<file path="config.mk">
export PLATFORM = sky130hd
export DESIGN_NAME = con_tx_stub
export DESIGN_NICKNAME = d
export VERILOG_FILES = /design/src/rtl/con_tx_pkg.sv /design/src/rtl/con_tx_decode.sv /design/src/rtl/con_tx_core.sv /design/src/rtl/con_tx_rdmux.sv /design/src/rtl/con_tx_stub.sv
export SDC_FILE = /design/constraint.sdc
export NUM_CORES = 1
export LEC_CHECK = 0
export ABC_CLOCK_PERIOD_IN_PS = 2200
export BUFFER_PORTS_ARGS = -buffer_cell sky130_fd_sc_hd__buf_2
export CAP_MARGIN = 20
export CORE_MARGIN = 2
export CORE_UTILIZATION = 33
export CTS_CLUSTER_DIAMETER = 40
export DETAILED_ROUTE_END_ITERATION = 10
export HOLD_SLACK_MARGIN = 0.05
export PLACE_DENSITY = 0.87
export SLEW_MARGIN = 20
export SYNTH_ARGS = -nofsm -noshare
export SYNTH_HDL_FRONTEND = slang
export SYNTH_HIERARCHICAL = 1
export SYNTH_SLANG_ARGS = --single-unit
export TNS_END_PERCENT = 1
</file>
<file path="constraint.sdc">
create_clock -name clk -period 2.2 [get_ports clk]
set_clock_uncertainty 0.05 [all_clocks]
set_input_delay 0.11 -clock clk [delete_from_list [all_inputs] [get_ports clk]]
set_output_delay 0.11 -clock clk [all_outputs]
set_load 0.005 [all_outputs]
</file>
<file path="src/rtl/con_tx_pkg.sv">
package con_tx_pkg;
    localparam logic [7:0] OFS_DATA = 8'h00;
    localparam logic [7:0] OFS_LCTL = 8'h0C;
    localparam logic [7:0] OFS_MCTL = 8'h10;
    localparam logic [7:0] OFS_LSTS = 8'h14;
    localparam logic [7:0] VAL_MCTL = 8'h03;
    localparam logic [7:0] VAL_LSTS = 8'h60;
    localparam int         LATCH_BIT = 7;

    typedef enum logic [2:0] {
        SEL_NONE,
        SEL_DATA,
        SEL_LCTL,
        SEL_MCTL,
        SEL_LSTS
    } reg_sel_e;

    typedef struct packed {
        logic       latch;
        logic       tx_vld;
        logic [7:0] tx_byte;
    } tx_state_t;
endpackage

</file>
<file path="src/rtl/con_tx_decode.sv">
module con_tx_decode
    import con_tx_pkg::*;
#(
    parameter int ADDR_W = 16
) (
    input  logic [ADDR_W-1:0] addr,
    output reg_sel_e          sel
);
    localparam int OFS_W = 8;

    logic [OFS_W-1:0] ofs;

    always_comb begin
        ofs = addr[OFS_W-1:0];
        unique case (ofs)
            OFS_DATA: sel = SEL_DATA;
            OFS_LCTL: sel = SEL_LCTL;
            OFS_MCTL: sel = SEL_MCTL;
            OFS_LSTS: sel = SEL_LSTS;
            default:  sel = SEL_NONE;
        endcase
    end
endmodule

</file>
<file path="src/rtl/con_tx_core.sv">
module con_tx_core
    import con_tx_pkg::*;
#(
    parameter int DATA_W = 32
) (
    input  logic              clk,
    input  logic              rst_n,
    input  logic              wr,
    input  reg_sel_e          sel,
    input  logic [DATA_W-1:0] wdata,
    output logic              tx_valid,
    output logic [7:0]        tx_data
);
    tx_state_t st_d, st_q;

    always_comb begin
        st_d        = st_q;
        st_d.tx_vld = 1'b0;
        if (wr) begin
            if (sel == SEL_LCTL) begin
                st_d.latch = wdata[LATCH_BIT];
            end
            if (sel == SEL_DATA && !st_q.latch) begin
                st_d.tx_vld  = 1'b1;
                st_d.tx_byte = wdata[7:0];
            end
        end
    end

    always_ff @(posedge clk) begin
        if (!rst_n) begin
            st_q <= '0;
        end else begin
            st_q <= st_d;
        end
    end

    assign tx_valid = st_q.tx_vld;
    assign tx_data  = st_q.tx_byte;

    p_pulse_src_r2: assert property (@(posedge clk) disable iff (!rst_n)
        tx_valid |-> $past(wr && sel == SEL_DATA));
    p_byte_r2: assert property (@(posedge clk) disable iff (!rst_n)
        (wr && sel == SEL_DATA && !st_q.latch) |=> (tx_valid && tx_data == $past(wdata[7:0])));
    p_gate_r3: assert property (@(posedge clk) disable iff (!rst_n)
        (wr && sel == SEL_DATA && st_q.latch) |=> !tx_valid);
    p_latch_load_r4: assert property (@(posedge clk) disable iff (!rst_n)
        (wr && sel == SEL_LCTL) |=> (st_q.latch == $past(wdata[LATCH_BIT])));
    p_latch_hold_r8: assert property (@(posedge clk) disable iff (!rst_n)
        !(wr && sel == SEL_LCTL) |=> $stable(st_q.latch));
endmodule

</file>
<file path="src/rtl/con_tx_rdmux.sv">
module con_tx_rdmux
    import con_tx_pkg::*;
#(
    parameter int DATA_W = 32
) (
    input  logic              rd,
    input  reg_sel_e          sel,
    output logic [DATA_W-1:0] rdata
);
    always_comb begin
        rdata = '0;
        if (rd) begin
            case (sel)
                SEL_MCTL: rdata[7:0] = VAL_MCTL;
                SEL_LSTS: rdata[7:0] = VAL_LSTS;
                default:  rdata      = '0;
            endcase
        end
    end
endmodule

</file>
<file path="src/rtl/con_tx_stub.sv">
module con_tx_stub
    import con_tx_pkg::*;
#(
    parameter int ADDR_W = 16,
    parameter int DATA_W = 32
) (
    input  logic              clk,
    input  logic              rst_n,
    input  logic              bus_en,
    input  logic              bus_we,
    input  logic [ADDR_W-1:0] bus_addr,
    input  logic [DATA_W-1:0] bus_wdata,
    output logic [DATA_W-1:0] bus_rdata,
    output logic              tx_valid,
    output logic [7:0]        tx_data
);
    reg_sel_e sel;
    logic     wr_en;
    logic     rd_en;

    assign wr_en = bus_en && bus_we;
    assign rd_en = bus_en && !bus_we;

    con_tx_decode #(.ADDR_W(ADDR_W)) u_dec (
        .addr (bus_addr),
        .sel  (sel)
    );

    con_tx_core #(.DATA_W(DATA_W)) u_core (
        .clk      (clk),
        .rst_n    (rst_n),
        .wr       (wr_en),
        .sel      (sel),
        .wdata    (bus_wdata),
        .tx_valid (tx_valid),
        .tx_data  (tx_data)
    );

    con_tx_rdmux #(.DATA_W(DATA_W)) u_rd (
        .rd    (rd_en),
        .sel   (sel),
        .rdata (bus_rdata)
    );

    p_reset_r1: assert property (@(posedge clk)
        !rst_n |=> !tx_valid);
    p_lsts_r6: assert property (@(posedge clk) disable iff (!rst_n)
        (rd_en && bus_addr[7:0] == OFS_LSTS) |-> bus_rdata == DATA_W'(VAL_LSTS));
    p_mctl_r5: assert property (@(posedge clk) disable iff (!rst_n)
        (rd_en && bus_addr[7:0] == OFS_MCTL) |-> bus_rdata == DATA_W'(VAL_MCTL));
    p_other_r7: assert property (@(posedge clk) disable iff (!rst_n)
        (rd_en && bus_addr[7:0] != OFS_MCTL && bus_addr[7:0] != OFS_LSTS) |-> bus_rdata == '0);
    p_nowrite_r8: assert property (@(posedge clk) disable iff (!rst_n)
        (bus_en && bus_addr[7:0] != OFS_DATA) |=> !tx_valid);
endmodule

</file>
# Word level (Yosys, flattened, before mapping)
# Index checks and enable logic that the tools add are counted.
# W data, S select, Z words.
totals:
  ff_bits: 10
op_classes:
  muxes: 4
  eq_ne: 7
  reduce_logical: 9
op_table:
  columns: ["operator", "count"]
  rows:
  - ["$eq A8 B5 Y1 const B", 2]
  - ["$pmux W7 S2", 1]
  - ["$pmux W3 S4", 1]
  - ["$mux W9", 1]
  - ["$eq A8 B4 Y1 const B", 1]
  - ["$logic_not A8 Y1", 1]
  - ["$mux W8", 1]
  - ["$eq A3 B2 Y1 const B", 2]
  - ["$reduce_and A2 Y1", 3]
  - ["$eq A3 B1 Y1 const B", 1]
  - ["$eq A3 B3 Y1 const B", 1]
  - ["$logic_and A1 B1 Y1", 3]
  - ["$logic_not A1 Y1", 2]

# Longest topological paths before layout
logic_depth:
  ltp_word: 5
  depth_mapped: 6
  mapped_depth_nobuf: 5

# Hierarchy
# Netlist, hierarchy kept.
modules_own_cells:
  columns: ["module", "n_inst", "seq_area_each_um2", "area_each_um2", "cells_per_inst"]
  rows:
  - ["con_tx_core", 1, 200.2, 471.7, 51]
  - ["con_tx_rdmux", 1, 0.0, 252.7, 33]
  - ["con_tx_decode", 1, 0.0, 57.6, 7]
  - ["con_tx_stub", 1, 0.0, 16.3, 2]

# Worst setup path before layout
# Ideal clock, no wire load.
synth_path:
  path_type: "input port to flip-flop"
  from: "in bus_addr[0]"
  to: "reg u_core.st_q (netlist bit u_core/tx_valid)"
  cell_stages: 6
  t_required_ps: 2034
  path_slack_ps: 554
  arrival_ps: 1480
  cell_sequence: "or4_4 > a211oi_1 > nor2_1 > and4b_1 > buf_6 > and2_2"
synth_between:
  elab_chain_len: 5
synth_rtl:
  columns: ["item", "line_no", "source"]
  rows:
  - ["from (decl)", "con_tx_stub.sv:11", "input logic [ADDR_W-1:0] bus_addr,"]
  - ["$eq A8 B5 Y1 (tied with other cells)", "con_tx_decode.sv:15", "unique case (ofs)"]
  - ["$pmux W3 S4 (*)", "con_tx_decode.sv:15", null]
  - ["net sel[1]", "con_tx_stub.sv:17", "reg_sel_e sel;"]
  - ["$eq A3 B1 Y1 (*)", "con_tx_core.sv:23", "if (sel == SEL_DATA && !st_q.latch) begin"]
  - ["$logic_and A1 B1 Y1 (*)", "con_tx_core.sv:23", null]
  - ["$mux W9 (*)", "con_tx_core.sv:23", null]
  - ["to (signal assigned)", "con_tx_core.sv:34", "st_q <= st_d;"]
  - ["to (decl)", "con_tx_core.sv:14", "tx_state_t st_d, st_q;"]
# The timed path passes the listed nets; every way through them passes the cells marked *.
# A chain may end at the register's enable or synchronous reset.

# Worst setup path in the final report
layout_path:
  from: "in bus_addr[0]"
  to: "out bus_rdata[5]"
layout_between:
  elab_chain_len: 5
layout_rtl:
  columns: ["item", "line_no", "source"]
  rows:
  - ["$eq A8 B5 Y1 (tied with other cells)", "con_tx_decode.sv:15", null]
  - ["$pmux W3 S4 (*)", "con_tx_decode.sv:15", null]
  - ["net sel[0]", "con_tx_stub.sv:17", null]
  - ["$eq A3 B3 Y1 / $eq A3 B2 Y1 (equally long branches)", "con_tx_rdmux.sv:13", "case (sel)"]
  - ["$pmux W7 S2 (*)", "con_tx_rdmux.sv:13", null]
  - ["$mux W8 (*)", "con_tx_rdmux.sv:12", "if (rd) begin"]
  - ["to (decl)", "con_tx_stub.sv:13", "output logic [DATA_W-1:0] bus_rdata,"]
# Marks and branches as above.

==> results.md <==
* Run status: finished clean
* Cell mode on critical path: buf_2
* Resized Gates After CTS at 0
* Synth warn at 6
* Setup_tns at 0 ns
* Critical R2R Capture: u_core/tx_valid
* Yosys reg bits at 10
* GRT Residual Overflow at 0
* Reg2reg start: u_core/st_q[9]
* Row count at 17
* Sequential power share at 0.456
* Post-CTS Setup Inserts at 0
* First-pass GRT wire length at 1.80 mm
* Crit-path cells: buf_2, or4_4, nor4_1, and4bb_2, buf_2
* N_diodes at 0
* Comb pwr share at 0.136
* Pleak at 0.456 nW
* Hold-fix buffers, CTS at 7
* R2R cell count at 4
* Port-buffer cells at 32
* Crit path largest cell delay at 0.54 ns
* CP max FO at 4
* Vias in the first global route at 441
* WP depth at 5
* DR iter-0 viols at 0
* Final WL at 1.28 mm
* Initial core utilization at 0.354
* Synth top area share at 0.357
* Final ANT Viol Nets at 0
* Post-Syn Area at 798 sq um
* Area contributors post-synth: buf_4 (36%), dfxtp_1 (25%), mux2i_1 (11%)
* Router iterations before antenna repair at 1
* Final core utilization at 0.400
* Post-DP HPWL at 1.04 mm
* Drt wl/cell at 8.46 um
* Min-delay worst type: in -> reg
* Hold wc startpoint: bus_wdata[7]
* Achievable Freq at 0.586 GHz
* Final number of hold-violating endpoints at 0
* Post-Syn Instances at 93
* Sw Pwr at 89.7 uW
* Via Count at 582
* Clk root buf: clkbuf_4
* Reg-to-reg slack, setup at 1.10 ns
* Clock share of power at 0.408
* I/O pin count at 93
* CP delay by family, top: simple AND/OR/NAND/NOR gates
* Worst-skew pair later-pin latency at 0.25 ns
* P per Cell Area at 440 nW/um^2
* Initial antenna violation count at 0
* Final setup vio count at 0
* Max Cap Viol at 0
* Largest net degree at the start of global routing at 19
* Placer congestion estimate at 0.565
* Share of cells above drive strength 1 at 0.374
* Setup repair after global routing missed its margin: no
* Number of buffers and inverters on the critical path at 2
* Clock buffer depth at 2
* Mapped Avg Cell Area at 8.58 sq um
* Final #Nets at 176
* Die area at 2830 sq um
* Worst ir drop on vdd at 0.176 mV
* CP endpoint kind: output port
* Layout Area Growth over Synthesis at 13.0%
* H-tree levels at 1
* Slew Limit Fails at 0
* Worst hold path depth at 3
* Worst setup path category: in -> out
* Leading area contributor after synthesis: buf_4
* Crit path DAT at 1.55 ns
* Die H at 53.2 um
* Cts bufs inserted at 3
* Hold worst-path end: u_core/tx_data[7]
* Clock sink count at 10
* Residual DRC count at 0
* Place WS at 0.285 ns
* Total GRT Usage at 0.0890
* Core ar. at 2250 sq um
* Slowest CP cell: or4_4
* CP Data Required Time at 2.04 ns
* Post-synth cell types at 21
* Die width at 53.2 um
* Kind of start point of the critical path: input pin
* Min Tclk post-route at 1.71 ns
* PnR worst setup slack at 0.492 ns
* DR vias/cell at 3.85
* Worst Hold Margin at 0.0557 ns
* Worst-path clk slew at 0.07 ns
* CTS tree: done
* Tcrit/Tclk final at 0.776
* Register area share after synthesis at 0.251
* Cell Int Power at 308 uW
* Switch share at 0.226
[flip-flops by register name, indices dropped and copies added, names as in the netlist]
register and count:
u_core/st_q 1, u_core/tx_data 8, u_core/tx_valid 1
[kinds of logic after synthesis]
group / share of synthesized area
AOI/OAI and AO/OA: 0.00941
muxes: 0.113
buffers and inverters: 0.384
and+or+nand+nor: 0.238
DFF: 0.251
other: 0.00470
[synth_stat cells, drive strengths merged]
master and instances:
nor4 2, buf 40, nor2b 1, conb 1
and4b 2, nor2 1, nand3b 1, dfxtp 10
or3b 1, or4 1, clkbuf 1, nand2 17
and4bb 2, and2b 1, a211oi 1, mux2i 9
and2 2
[worst max-delay path by stage]
stage | start | to | slack (ns)
after detailed placement | bus_addr[0] | u_core/tx_data[4] | 0.28
after CTS | bus_addr[0] | bus_rdata[6] | 0.48
after global routing | bus_addr[0] | bus_rdata[0] | 0.41
after floorplan | bus_addr[0] | u_core/tx_valid | 0.55
after global placement | bus_addr[0] | u_core/tx_data[3] | 0.33
final | bus_addr[0] | bus_rdata[5] | 0.49
[layout make-up]
type,count,area (sq um)
clock buffers,4,36.3
fillers,253,1350
multi-input cells,69,393
flip-flops and latches,10,200
well taps,28,35.0
repair buffers,40,238
[power groups by stage]
stage	Sequential, mW	Combinational (mW)	Clock, mW
detailed placement	0.185	0.0441	0
floorplan	0.185	0.0609	0
CTS	0.181	0.0536	0.170
global route	0.181	0.0621	0.178
global placement	0.185	0.0438	0
finish	0.181	0.0541	0.162
[stage by stage]
| step | instances | area (sq um) | power [mW] |
|---|---|---|---|
| floorplan | 120 | 900 | 0.246 |
| global placement | 140 | 796 | 0.229 |
| detailed placement | 140 | 796 | 0.230 |
| CTS | 151 | 902 | 0.405 |
| global route | 151 | 902 | 0.421 |
| finish | 151 | 902 | 0.397 |
[cells in the final DEF (no fill, tap or decap), types with 2 or more instances in the layout]
| master | Yosys | routed |
|---|---|---|
| dfxtp_1 | 10 | 10 |
| mux2i_1 | 9 | 9 |
| buf_2 | 1 | 32 |
| and2_2 | 2 | 2 |
| dlygate4sd3_1 | 0 | 7 |
| and4bb_2 | 2 | 2 |
| conb_1 | 1 | 28 |
| clkbuf_4 | 0 | 3 |
| nand2_1 | 17 | 17 |
[routing by layer]
layer	global-route usage	part of all wire	vias to the layer above
li1	-	-	301
met1	0.0922	0.38	243
met2	0.154	0.47	38
met3	0.0311	0.15	0
met4	0.0513	0	0
met5	0	0	-
[worst register-to-register path, cell delays in order, from the launching register on]
cell	delay, ns
dfxtp_1	0.33
nor2_1	0.05
and4b_1	0.19
buf_4	0.18
and2_2	0.20
Power figures use the tool's default switching activity.
